==> src/rtl/pwrseq_pkg.sv <==
package pwrseq_pkg;
    typedef enum logic [1:0] {
        ST_RUN  = 2'd0,
        ST_PARK = 2'd1,
        ST_OFF  = 2'd2,
        ST_LOCK = 2'd3
    } pwr_state_e;
endpackage

==> src/rtl/pin_filter.sv <==
module pin_filter #(
    parameter int DEB_CYCLES = 4
) (
    input  logic clk,
    input  logic rst_n,
    input  logic pin_async,
    output logic pin_lvl
);
    localparam int DEB_W = $clog2(DEB_CYCLES + 1);
    localparam logic [DEB_W-1:0] DEB_LAST = DEB_W'(DEB_CYCLES - 1);

    logic             sync_a;
    logic             sync_b;
    logic [DEB_W-1:0] run_cnt;

    // Two-flop synchronizer, reset to the inactive (high) level.
    always_ff @(posedge clk or negedge rst_n) begin
        if (!rst_n) begin
            sync_a <= 1'b1;
            sync_b <= 1'b1;
        end else begin
            sync_a <= pin_async;
            sync_b <= sync_a;
        end
    end

    // Debounce: the filtered level follows only after DEB_CYCLES
    // consecutive differing samples.
    always_ff @(posedge clk or negedge rst_n) begin
        if (!rst_n) begin
            pin_lvl <= 1'b1;
            run_cnt <= '0;
        end else if (sync_b == pin_lvl) begin
            run_cnt <= '0;
        end else if (run_cnt == DEB_LAST) begin
            pin_lvl <= sync_b;
            run_cnt <= '0;
        end else begin
            run_cnt <= run_cnt + 1'b1;
        end
    end
endmodule

==> src/rtl/lock_timer.sv <==
module lock_timer #(
    parameter int LOCK_CYCLES = 150000
) (
    input  logic clk,
    input  logic rst_n,
    input  logic active,
    output logic done
);
    localparam int LOCK_W = $clog2(LOCK_CYCLES + 1);
    localparam logic [LOCK_W-1:0] LOCK_LAST = LOCK_W'(LOCK_CYCLES - 1);

    logic [LOCK_W-1:0] cnt;

    // Counts while the wait state is active; cleared in every other state,
    // so each entry starts from zero.
    always_ff @(posedge clk or negedge rst_n) begin
        if (!rst_n) begin
            cnt <= '0;
        end else if (active) begin
            cnt <= cnt + 1'b1;
        end else begin
            cnt <= '0;
        end
    end

    assign done = active && (cnt == LOCK_LAST);
endmodule

==> src/rtl/pwr_fsm.sv <==
module pwr_fsm
    import pwrseq_pkg::*;
#(
    parameter int N_OUT = 8,
    parameter int N_PLL = 4
) (
    input  logic             clk,
    input  logic             rst_n,
    input  logic             pin_lvl,
    input  logic             pin_is_oe,
    input  logic             keep_alive,
    input  logic [N_OUT-1:0] oe_mask,
    input  logic             all_parked,
    input  logic             lock_done,
    output pwr_state_e       state,
    output logic [N_PLL-1:0] pll_en,
    output logic [N_OUT-1:0] out_park,
    output logic [N_OUT-1:0] out_off,
    output logic             cfg_retain,
    output logic             cfg_reload
);
    pwr_state_e nxt;
    logic       ka_held;
    logic       pd_req;
    logic       wake;

    assign pd_req = !pin_is_oe && !pin_lvl;
    assign wake   = pin_lvl || pin_is_oe;

    always_comb begin
        nxt = state;
        unique case (state)
            ST_RUN:  if (pd_req) nxt = ST_PARK;
            ST_PARK: if (all_parked) nxt = ST_OFF;
            ST_OFF:  if (wake) nxt = ST_LOCK;
            ST_LOCK: begin
                if (pd_req)         nxt = ST_PARK;
                else if (lock_done) nxt = ST_RUN;
            end
        endcase
    end

    // State register with keep-alive capture and reload pulse.
    always_ff @(posedge clk or negedge rst_n) begin
        if (!rst_n) begin
            state      <= ST_LOCK;
            ka_held    <= 1'b0;
            cfg_reload <= 1'b0;
        end else begin
            state      <= nxt;
            if (state == ST_PARK && nxt == ST_OFF) begin
                ka_held <= keep_alive;
            end
            cfg_reload <= (state == ST_OFF) && (nxt == ST_LOCK) && !ka_held;
        end
    end

    // Output decode.
    always_comb begin
        pll_en     = '1;
        out_park   = '1;
        out_off    = '0;
        cfg_retain = 1'b0;
        unique case (state)
            ST_RUN:  out_park = pin_is_oe ? (oe_mask & {N_OUT{~pin_lvl}}) : '0;
            ST_PARK: ;
            ST_OFF: begin
                pll_en     = '0;
                out_off    = '1;
                cfg_retain = ka_held;
            end
            ST_LOCK: ;
        endcase
    end
endmodule

==> src/rtl/pwr_keepalive_ctrl.sv <==
module pwr_keepalive_ctrl
    import pwrseq_pkg::*;
#(
    parameter int N_OUT       = 8,
    parameter int N_PLL       = 4,
    parameter int DEB_CYCLES  = 4,
    parameter int LOCK_CYCLES = 150000
) (
    input  logic             clk,
    input  logic             rst_n,
    input  logic             ctl_pin,
    input  logic             pin_is_oe,
    input  logic             keep_alive,
    input  logic [N_OUT-1:0] oe_mask,
    input  logic [N_OUT-1:0] out_parked,
    output logic [N_PLL-1:0] pll_en,
    output logic [N_OUT-1:0] out_park,
    output logic [N_OUT-1:0] out_off,
    output logic             cfg_retain,
    output logic             cfg_reload,
    output logic [1:0]       state_code
);
    logic       pin_lvl;
    logic       lock_done;
    pwr_state_e state;

    pin_filter #(.DEB_CYCLES(DEB_CYCLES)) u_filt (
        .clk       (clk),
        .rst_n     (rst_n),
        .pin_async (ctl_pin),
        .pin_lvl   (pin_lvl)
    );

    lock_timer #(.LOCK_CYCLES(LOCK_CYCLES)) u_lock (
        .clk    (clk),
        .rst_n  (rst_n),
        .active (state == ST_LOCK),
        .done   (lock_done)
    );

    pwr_fsm #(.N_OUT(N_OUT), .N_PLL(N_PLL)) u_fsm (
        .clk        (clk),
        .rst_n      (rst_n),
        .pin_lvl    (pin_lvl),
        .pin_is_oe  (pin_is_oe),
        .keep_alive (keep_alive),
        .oe_mask    (oe_mask),
        .all_parked (&out_parked),
        .lock_done  (lock_done),
        .state      (state),
        .pll_en     (pll_en),
        .out_park   (out_park),
        .out_off    (out_off),
        .cfg_retain (cfg_retain),
        .cfg_reload (cfg_reload)
    );

    assign state_code = state;
endmodule

==> config.mk <==
export PLATFORM = sky130hd
export DESIGN_NAME = pwr_keepalive_ctrl
export DESIGN_NICKNAME = d
export VERILOG_FILES = /design/src/rtl/pwrseq_pkg.sv /design/src/rtl/pin_filter.sv /design/src/rtl/lock_timer.sv /design/src/rtl/pwr_fsm.sv /design/src/rtl/pwr_keepalive_ctrl.sv
export SDC_FILE = /design/constraint.sdc
export NUM_CORES = 1
export LEC_CHECK = 0
export ABC_AREA = 1
export CAP_MARGIN = 30
export CORE_ASPECT_RATIO = 2
export CORE_MARGIN = 2
export CORE_UTILIZATION = 43
export CTS_BUF_LIST = sky130_fd_sc_hd__clkbuf_16
export CTS_CLUSTER_DIAMETER = 150
export DETAILED_ROUTE_END_ITERATION = 7
export GPL_ROUTABILITY_DRIVEN = 0
export PLACE_DENSITY = 0.74
export SYNTH_ARGS = -nofsm -noshare
export SYNTH_HDL_FRONTEND = slang
export SYNTH_SLANG_ARGS = --single-unit
==> constraint.sdc <==
create_clock -name clk -period 2 [get_ports clk]
set_clock_uncertainty 0.15 [all_clocks]
set_input_delay 0.6 -clock clk [delete_from_list [all_inputs] [get_ports clk]]
set_output_delay 0.6 -clock clk [all_outputs]
set_load 0.01 [all_outputs]
=== Word-level counts from Yosys, hierarchy flattened ===
Cells that the tools add are included.

* $add $sub $neg: 2
* Equal/unequal tests: 8
* Mux-type cells: 14
* Bitwise operators: 3
* Reductions and logical operators: 12

{| class="wikitable"
|+ Operators by type and width
! kind !! number
|-
| 2-to-1 mux 8 bit || 3
|-
| adder 18 x 1 -> 18 bit, second input constant || 1
|-
| == test 18 bit, second input constant || 1
|-
| 2-to-1 mux 18 bit || 1
|-
| 2-to-1 mux 2 bit || 5
|-
| AND 8 bit || 1
|-
| == test 2 bit, second input constant || 4
|-
| case mux 2 bit (4 select lines) || 1
|-
| AND reduction 8 bit || 1
|-
| 2-to-1 mux 3 bit || 2
|-
| logical AND 1 bit || 5
|-
| 2-to-1 mux 4 bit || 1
|-
| adder 3 x 1 -> 3 bit, second input constant || 1
|-
| == test 3 x 2 -> 1 bit, second input constant || 1
|-
| logical NOT 1 bit || 3
|-
| == test 2 x 1 -> 1 bit, second input constant || 1
|-
| logical NOT 2 bit || 1
|-
| inverter 1 bit || 2
|-
| AND reduction 2 bit || 1
|-
| == test 1 bit || 1
|-
| logical OR 1 bit || 1
|-
| 2-to-1 mux 1 bit || 1
|}

* Register bits after elaboration: 28
* Word-level logic and storage cells: 47

=== Depth between registers and ports, before layout ===
Gate-level depths: netlist of the first run.

* Word-level depth: 8
* Gate-level depth with buffers: 9

=== By module ===
Synthesis of the first run repeated with hierarchy kept, for this count alone.

* Cell total of the unflattened synthesis: 233
* Area total of the unflattened synthesis: 1701.6 sq um

{| class="wikitable"
|+ By module, submodules not included
! module !! times used !! cells each !! area each (sq um) !! seq. area each (sq um)
|-
| lock_timer || 1 || 133 || 1029.7 || 450.4
|-
| pwr_fsm || 1 || 62 || 382.9 || 102.6
|-
| pin_filter || 1 || 25 || 240.2 || 153.9
|-
| pwr_keepalive_ctrl || 1 || 13 || 48.8 || 0.0
|}

=== Worst setup path before layout of the first run ===
No wires, ideal clock.

* Path kind: flip-flop to output port
* From: register u_fsm.state[1]
* To: output port cfg_retain
* Arrival: 1.509 ns
* Setup slack: -0.259 ns
* Stages on the path, launching flop included: 5
* Path buffers: 0
* Cells stage by stage: dfstp_2 > inv_1 > nor2_1 > inv_1 > nor2_1

* Word-level cells in the longest chain between the ends: 2

{| class="wikitable"
|+ RTL lines
! what !! line !! text
|-
| start: declaration || pwr_fsm.sv:15 || <nowiki>output pwr_state_e state,</nowiki>
|-
| start signal: assignment || pwr_fsm.sv:50 || <nowiki>state <= nxt;</nowiki>
|-
| == test 2 bit || pwr_fsm.sv:64 || <nowiki>unique case (state)</nowiki>
|-
| 2-to-1 mux 1 bit || pwr_fsm.sv:64 ||
|-
| end: declaration || pwr_keepalive_ctrl.sv:19 || <nowiki>output logic cfg_retain,</nowiki>
|}

Every way passes these cells.

=== Worst setup path after layout of the first run ===
* From: register u_fsm.state[1]
* To: output port pll_en[0]

* Word-level cells in the longest chain between the ends: 2

{| class="wikitable"
|+ RTL lines
! what !! line !! text
|-
| == test 2 bit || pwr_fsm.sv:64 ||
|-
| 2-to-1 mux 4 bit || pwr_fsm.sv:64 ||
|-
| end: declaration || pwr_keepalive_ctrl.sv:16 || <nowiki>output logic [N_PLL-1:0] pll_en,</nowiki>
|}

Every way passes these cells.

==> out/results.tsv, run 1 <==
metric	value	unit
Cell Pwr Density	717.8	nW/um^2
Num CTS Buffers	3	
multiplexer area fraction after synthesis	0	%
P&R area growth vs syn	37.81	%
met3 global-route usage	1.988	%
hold violation count in the final report	0	
MaxCap Viol Count	0	
hold-fix buffer count after cts	0	
Total Wirelength	4.000	mm
Cell Rows	31	
CTS clk-pin slew, worst paths	0.06	ns
fin crit share	104.2	%
vias	1564	
IO buf count	44	
Final TNS setup	-0.8496	ns
CP Capture Type	output pin	
CTS sink cnt	28	
n_diodes	0	
Root Buffer	clkbuf_16	
layout cells sized above 1	27.51	%
DRT Pass-1 Iters	4	
vias in the first global route	1502	
later-pin clock latency in the skew report	0.26	ns
CTS max path bufs	2	
worst path arrival time	1.33	ns
Lkg Pwr	0.9636	nW
XOR/XNOR Fraction of Synth Area	3.758	%
internal power	0.001134	W
Compound-Gate Fraction of Synth Area	4.448	%
# H-tree levels	1	
via/cell ratio	4.918	
Total Power	0.001614	W
combinational share of power	31.1	%
dominant combinational cell family by area after synthesis	simple AND/OR/NAND/NOR gates	
fraction of the mapped netlist area in simple logic gates	35.81	%
f_max	480.0	MHz
Final #Nets	293	
Final min period	2.083	ns
Synth Instances	215	
RSZ-0062 raised after global routing	true	
failing checks	negative setup slack	
dpl ws	-0.7016	ns
GRT Total Usage	18.95	%
first-pass GRT wire length	6.085	mm
Seq/Total Area, Yosys	43.33	%
initial antenna violation count	0	
Initial Util	44.75	%
Post-Synthesis Cell Area	1632	sq um
status	complete, but fails checks	
HPWL Detailed	2.919	mm
Max VDD drop	600.3	uV
Clock power frac	27.5	%
DR WL/cell	12.58	microns
DIE AREA	4333	sq um
fill count	337	
met2 Use GR	35.47	%
Finish-stage setup viols	17	
Die Width	47.56	microns
largest net degree at the start of global routing	29	
ANT nets after route	0	
mean post-synth cell area	7.589	sq um
YS warnings	0	
crit start category	flop	
worst-path maximum fanout	5	
CTS tree	built	
GR Overflow Total	0	
Post-route DRC	0	
commonest non-fill, non-tap cell in the layout	nand2_1	
sw frac	29.77	%
M1 GR Usage	17.79	%
WHS	0.2182	ns
DRT iter0 DRCs	30	
Placed Area	2147	sq um
Seq pwr share	41.4	%
total I/O pin count	45	
Post-Syn Nets	238	
Slew @ Worst Pin	0.3490	ns
Post-Synth Adder-Cell Area	1.534	%
Top Usage Layer GRT	met2	
final slew viol count	0	
WP data required	1.25	ns
crit path kind	reg -> out	
relative slew slack	76.74	%
commonest non-fill, non-tap cells in the layout	nand2_1, nor2_1, dfrtp_1, inv_1, nand3_1	
NetSw	0.0004805	W
Core Area	3646	sq um
final worst slack	-0.08343	ns
flops & latches, synth	28	
post-synth cell types	26	
Hold WC Path Type	reg -> reg	
design area	2248	sq um
die height	91.11	microns
## power groups by stage
| stage | Combinational [W] | Sequential (W) | Clock [W] |
|---|---|---|---|
| 2_1_floorplan | 0.000216 | 0.000678 | 0 |
| 3_3_place_gp | 0.000511 | 0.000668 | 0 |
| 3_5_place_dp | 0.000520 | 0.000669 | 0 |
| 4_1_cts | 0.000481 | 0.000660 | 0.000459 |
| 5_1_grt | 0.000562 | 0.000672 | 0.000472 |
| 6_report | 0.000502 | 0.000668 | 0.000444 |
## critical path, cell delays in order, from the launching register on
cell and delay (ns):
dfstp_2 0.54, buf_6 0.10, inv_4 0.03, nor2_4 0.11
inv_2 0.05, buf_6 0.12, buf_6 0.11
## repair_timing
action                     in CTS  in global routing
gates resized for setup       109                 19
pin swaps                      10                  5
cloned                          0                  1
setup buffers                   5                  3
setup endpoints to repair      23                 22
## stage by stage
step / std cells / utilization [%]
2_1_floorplan: 215 / -
3_3_place_gp: 308 / 58.89
3_5_place_dp: 308 / 58.89
4_1_cts: 317 / 60.54
5_1_grt: 318 / 61.67
6_report: 318 / 61.67
## final cells by class
type / count / area [sq um] / share of cell area [%]
Multi-Input combinational cell: 151 / 767.0 / 34.11
Clock buffer: 3 / 75.07 / 3.339
Timing Repair Buffer: 62 / 539.3 / 23.98
Inverter: 24 / 95.09 / 4.229
Sequential cell: 28 / 706.9 / 31.44
Tap cell: 49 / 61.31 / 2.727
Clock inverter: 1 / 3.754 / 0.1669
## kinds of logic after synthesis
kind of cell,Yosys count
AO/OA/AOI/OAI,14
XOR/XNOR,7
adder cells (fa/ha/maj),2
buffers and inverters,37
flip-flops,28
AND/OR/NAND/NOR,127
## flip-flops by register name, indices dropped and copies added (netlist names)
name / flops
u_fsm.cfg_reload: 1
u_lock.cnt: 18
u_filt.run_cnt: 3
u_fsm.ka_held: 1
u_fsm.state: 2
u_filt.sync_a: 1
u_filt.sync_b: 1
u_filt.pin_lvl: 1
## path summary, 6_finish.rpt
check                                from             end  slack, ns  depth (start not counted)
max                        u_fsm.state[1]       pll_en[0]      -0.08                          6
min                         u_filt.sync_a   u_filt.sync_b       0.22                          0
max reg2reg                 u_lock.cnt[0]  u_lock.cnt[14]       0.33                          7
min reg2reg                 u_filt.sync_a   u_filt.sync_b       0.22                          0
max in group asynchronous           rst_n  u_filt.pin_lvl       0.83                          2
min in group asynchronous           rst_n   u_lock.cnt[9]       0.56                          2
## synthesized netlist by cell type (all sizes together)
cell     n  area (sq um)
o21ai    5         25.02
nand3   18         95.09
nand4    5         31.28
xor2     5         43.79
a21oi    8         40.04
a211oi   1         7.510
nand3b   2         15.01
dfrtp   23         575.6
buf     12         87.58
clkinv   1         3.750
clkbuf   1         3.750
nor3b    1         7.510
ha       2         25.02
xnor2    2         17.52
and2     1         8.760
nor3     5         25.02
dfstp    5         131.4
nand2   48         190.2
nor2    47         211.5
inv     23         86.33
## routing by layer
| layer | part of all wire (%) | vias to the layer above | wire, microns |
|---|---|---|---|
| met5 | 0 | - | 0 |
| met4 | 3.2 | 0 | 127 |
| met3 | 6.2 | 10 | 247 |
| met2 | 57 | 64 | 2292 |
| met1 | 33 | 714 | 1332 |
| li1 | - | 776 | - |
(Power assumes the default switching activity.)
==> inputs of run 2 (changes only) <==
--- a/constraint.sdc
+++ b/constraint.sdc
@@ -4,2 +4,2 @@
 set_output_delay 0.6 -clock clk [all_outputs]
-set_load 0.01 [all_outputs]
+set_load 0.02 [all_outputs]
==> out/results.tsv, run 2 (same netlist as run 1, synthesis figures left out) <==
metric	value	unit
hold depth	0	
CTS clk-pin slew, worst paths	0.06	ns
CTS sink cnt	28	
Cell Pwr Density	748.5	nW/um^2
Largest register FFs	18	
Root Buffer	clkbuf_16	
relative slew slack	74.32	%
CTS tree	built	
R2R Setup Slk	0.35	ns
Num CTS Buffers	3	
# H-tree levels	1	
FF-to-FF Start	u_lock.cnt[0]	
die height	91.11	microns
GR Overflow Total	0	
Max VDD drop	789.8	uV
MaxCap Viol Count	0	
DIE AREA	4333	sq um
crit start category	flop	
worst path arrival time	1.30	ns
Final #Nets	291	
hold violation count in the final report	0	
vias	1565	
status	complete, but fails checks	
commonest non-fill, non-tap cell in the layout	nand2_1	
Most flops, register	u_lock.cnt	
Hold WC Path Type	reg -> reg	
fin cells	316	
metal2 WL	2.186	mm
commonest non-fill, non-tap cells in the layout	nand2_1, nor2_1, buf_4, dfrtp_1, inv_1	
DRT iter0 DRCs	43	
first-pass GRT wire length	6.210	mm
highest routed layer	met4	
DR WL/cell	12.33	microns
layout cells sized above 1	27.34	%
Register-to-Register Path Depth	7	
Core Area	3646	sq um
final slew viol count	0	
CP Capture Type	output pin	
Final min period	2.048	ns
RSZ-0062 raised after global routing	true	
initial antenna violation count	0	
GRT Total Usage	19.57	%
later-pin clock latency in the skew report	0.26	ns
ANT nets after route	0	
M1 wire length	1.272	mm
Finish-stage setup viols	20	
Post-route DRC	0	
Total Wirelength	3.897	mm
crit path kind	reg -> out	
fin crit share	102.4	%
worst-path maximum fanout	8	
Hold Crit Start	u_filt.sync_a	
Slew @ Worst Pin	0.3848	ns
largest net degree at the start of global routing	29	
IO buf count	44	
P&R area growth vs syn	38.80	%
WP data required	1.25	ns
Initial Util	44.75	%
HPWL Detailed	3.036	mm
Final TNS setup	-0.6287	ns
Lkg Pwr	0.9651	nW
metal3 WL	307	microns
DRT Pass-1 Iters	4	
final worst slack	-0.04802	ns
CTS max path bufs	2	
Cell Rows	31	
n_diodes	0	
vias in the first global route	1508	
via/cell ratio	4.953	
Die Width	47.56	microns
worst r2r dst	u_lock.cnt[14]	
biggest regs	u_lock.cnt x18, u_filt.run_cnt x3, u_fsm.state x2	
Worst Hold Path EP	u_filt.sync_b	
total I/O pin count	45	
Placed Instances	309	
hold-fix buffer count after cts	0	
failing checks	negative setup slack	
f_max	488.3	MHz
==> run 2: cell count changes in the layout (fill, tap and decap cells not counted), sizes merged <==
cell / before / now
clkinv: 1 / 2
clkdlybuf4s15: 0 / 1
dlygate4sd2: 7 / 8
inv: 24 / 23
nor2: 48 / 47
clkbuf: 6 / 4
dlymetal6s2s: 1 / 0
==> run 2: metrics by stage <==
step	total power, W	cell area [sq um]	util (%)	hold slack [ns]	setup slack (ns)
after global routing	0.001793	2265	62.11	0.2184	-0.1055
after floorplan	0.0009462	1647	-	0.1544	-0.1404
after detailed placement	0.001249	2175	59.64	0.1982	-0.7728
final	0.001695	2265	62.11	0.2064	-0.04802
after global placement	0.001233	2175	59.64	0.1962	-0.7432
after CTS	0.001708	2237	61.36	0.2077	-0.03747
==> run 2: worst max path at each step <==
stage	start	endpoint	cells past startpoint
after CTS	u_fsm.state[1]	pll_en[0]	5
after floorplan	u_fsm.state[1]	pll_en[1]	4
after global routing	u_fsm.state[1]	out_off[1]	4
after detailed placement	pin_is_oe	out_park[3]	4
after global placement	pin_is_oe	out_park[0]	4
final	u_fsm.state[1]	out_off[1]	4
==> run 2: final cells by class <==
type | count | area [sq um]
Clock inverter | 1 | 3.754
Clock buffer | 3 | 75.07
Inverter | 24 | 97.59
Tap cell | 49 | 61.31
Fill cell | 351 | 1381
Timing Repair Buffer | 61 | 561.8
Sequential cell | 28 | 706.9
Multi-Input combinational cell | 150 | 758.2
==> run 2: per-layer routing <==
layer / track usage [%] / vias up
met5: 0 / -
met4: 9.685 / 0
met3: 1.789 / 8
met2: 36.04 / 55
met1: 19.53 / 734
li1: - / 768
==> run 2: worst max-delay path, stage by stage (launching register included) <==
cell and delay (ns):
dfstp_2 0.56, inv_2 0.06, nor2_4 0.11, buf_4 0.16, buf_4 0.15
==> run 2: power by group <==
group          switching, W  leakage [nW]  internal (W)  total, W
Combinational      0.000304         0.559      0.000272  0.000577
Sequential        0.0000420         0.367      0.000628  0.000670
Clock              0.000181        0.0385      0.000268  0.000449
==> run 2: repair_timing <==
action / 4_1_cts / 5_1_grt
pin swaps: 10 / 0
gates resized for setup: 134 / 8
endpoints found under the setup margin: 23 / 23
buffers inserted: 1 / 3
==> inputs of run 3 (changes only) <==
ABC_AREA = default   (was 1)
CORE_UTILIZATION = 50   (was 43)
PLACE_DENSITY = 0.82   (was 0.74)
clock period = 2.5 ns   (was 2 ns; I/O delays follow)
==> out/results.tsv, run 3 <==
metric	value	unit
Num CTS Buffers	3	
biggest regs	u_lock.cnt x18, u_filt.run_cnt x3, u_fsm.state x2	
most common cell in the synthesized netlist	dfrtp_1	
CTS max path bufs	2	
Root Buffer	clkbuf_16	
NetSw	0.0002221	W
first-pass GRT wire length	5.547	mm
design area	1974	sq um
relative slew slack	64.42	%
initial antenna violation count	0	
Finish-stage setup viols	0	
MaxCap Viol Count	0	
Critical Path End	state_code[0]	
DRT Pass-1 Iters	4	
top post-synthesis cells by area	dfrtp_1, dfstp_2, buf_4	
vias	1282	
Yosys top cell area share	38.72	%
worst-path maximum fanout	5	
HPWL Detailed	2.579	mm
Initial Util	51.12	%
Post-synth top flop	dfrtp_1	
Clock power frac	35.3	%
CP Capture Type	output pin	
asr flop ratio synth	100.0	%
commonest non-fill, non-tap cell in the layout	dfrtp_1	
die height	81.11	microns
CTS sink cnt	28	
GRT Total Usage	21.15	%
n_diodes	0	
CTS tree	built	
layout cells sized above 1	17.20	%
Largest register FFs	18	
IO buf count	44	
Seq pwr share	51.1	%
FF-to-FF Start	u_lock.cnt[0]	
Total Wirelength	3.336	mm
hold-fix buffer count after cts	0	
R2R Setup Slk	0.43	ns
setup bufs post-CTS	0	
via/cell ratio	5.935	
P&R area growth vs syn	32.83	%
Lkg Pwr	0.8615	nW
ANT nets after route	0	
hold violation count in the final report	0	
later-pin clock latency in the skew report	0.26	ns
crit path kind	reg -> out	
Seq/Total Area, Yosys	47.56	%
final slew viol count	0	
Post-synth top cells	dfrtp_1, nor2_1, nand2_1, buf_4	
crit start category	flop	
# H-tree levels	1	
status	complete, no violations	
RSZ-0062 raised after global routing	false	
Register-to-Register Path Depth	5	
Core Area	2908	sq um
Total Power	0.0009986	W
CP Launch Point	u_fsm.state[0]	
worst r2r dst	u_fsm.state[1]	
DR WL/cell	15.44	microns
internal power	0.0007764	W
Final #Nets	210	
sw frac	22.25	%
total I/O pin count	45	
Post-route DRC	0	
Cell Rows	28	
combinational share of power	13.6	%
flops & latches, synth	28	
fin crit share	97.70	%
mean post-synth cell area	10.11	sq um
Max VDD drop	438.5	uV
Die Width	42.56	microns
CTS clk-pin slew, worst paths	0.06	ns
WP data required	1.60	ns
Most flops, register	u_lock.cnt	
Placed Area	1932	sq um
largest net degree at the start of global routing	29	
worst path arrival time	1.54	ns
Synth Instances	147	
f_max	409.4	MHz
DIE AREA	3452	sq um
vias in the first global route	1259	
Final min period	2.442	ns
area leader, netlist	dfrtp_1	
GR Overflow Total	0	
Cell Pwr Density	505.8	nW/um^2
Post-Synthesis Cell Area	1486	sq um
Post-Syn Nets	170	
Post-synth EDFFs	0	
Slew @ Worst Pin	0.5325	ns
post-synth cell types	39	
DRT iter0 DRCs	22	
commonest non-fill, non-tap cells in the layout	dfrtp_1, clkdlybuf4s50_1, nor2_1, dlygate4sd2_1, nand2_1	
Hold WC Path Type	reg -> reg	
YS warnings	0	
-- run 3: changes by cell type after synthesis, moves of 8 or more --
cell,delta
nand2_1,-32
inv_1,-18
nand3_1,-13
nor2_1,-23
nor2_2,-8
a21o_1,+8
-- run 3: power by group through the flow --
| stage | combinational [W] | sequential [W] | clock, W |
|---|---|---|---|
| floorplan | 0.0000732 | 0.000509 | 0 |
| global placement | 0.000133 | 0.000511 | 0 |
| detailed placement | 0.000143 | 0.000514 | 0 |
| CTS | 0.000139 | 0.000510 | 0.000362 |
| global route | 0.000151 | 0.000514 | 0.000377 |
| finish | 0.000135 | 0.000510 | 0.000353 |
-- run 3: final cells by class --
cell class | instances | area [sq um]
inverter | 2 | 7.507
fill | 227 | 933.4
sequential | 28 | 706.9
multi-input combinational | 103 | 689.4
tap | 30 | 37.54
clock inverter | 1 | 3.754
timing repair buffer | 49 | 454.2
clock buffer | 3 | 75.07
-- run 3: what timing repair did --
item,in CTS,in global routing
endpoints found under the hold margin,0,0
pin swaps,1,0
setup endpoints to repair,21,1
resized for setup,55,1
-- run 3: worst min path at each step --
stage             startpoint             to  slack [ns]  cells after the start
2_1_floorplan  u_filt.sync_a  u_filt.sync_b        0.20                      0
3_3_place_gp   u_filt.sync_a  u_filt.sync_b        0.20                      0
3_5_place_dp   u_filt.sync_a  u_filt.sync_b        0.20                      0
4_1_cts        u_filt.sync_a  u_filt.sync_b        0.21                      0
5_1_grt        u_filt.sync_a  u_filt.sync_b        0.21                      0
6_report       u_filt.sync_a  u_filt.sync_b        0.21                      0
-- run 3: logic make-up (layout without fill, tap and decap cells) --
family,count (synthesis),count (layout),share of synthesized area [%]
adders and majority gates,2,2,1.683
and+or+nand+nor,66,66,25.42
xor gates and xnor gates,12,12,7.071
AOI/OAI and AO/OA,21,21,10.18
muxes,2,2,1.515
buffers and inverters,16,55,6.565
DFF,28,28,47.56
-- run 3: critical path, stage by stage, from the launching register on --
cell             delay [ns]
dfstp_2                0.56
buf_4                  0.13
clkdlybuf4s50_1        0.59
-- run 3: stage by stage --
stage                     cells  hold WS, ns  worst slack, ns  TNS, ns  util [%]
after floorplan             147       0.1952          0.09399        0         -
after global placement      213       0.1964          -0.5821   -4.640     66.44
after detailed placement    213       0.2010          -0.6427   -5.062     66.44
after CTS                   216       0.2102          0.02608        0     67.81
after global routing        216       0.2130          0.01315        0     67.90
final                       216       0.2068          0.05759        0     67.90
-- run 3: layer usage --
metal,global-route usage (%),routed length (microns),vias to the layer above
met1,20.87,1143,616
li1,-,-,591
met5,0,0,-
met2,41.08,1887,68
met4,8.438,57,0
met3,4.667,247,7
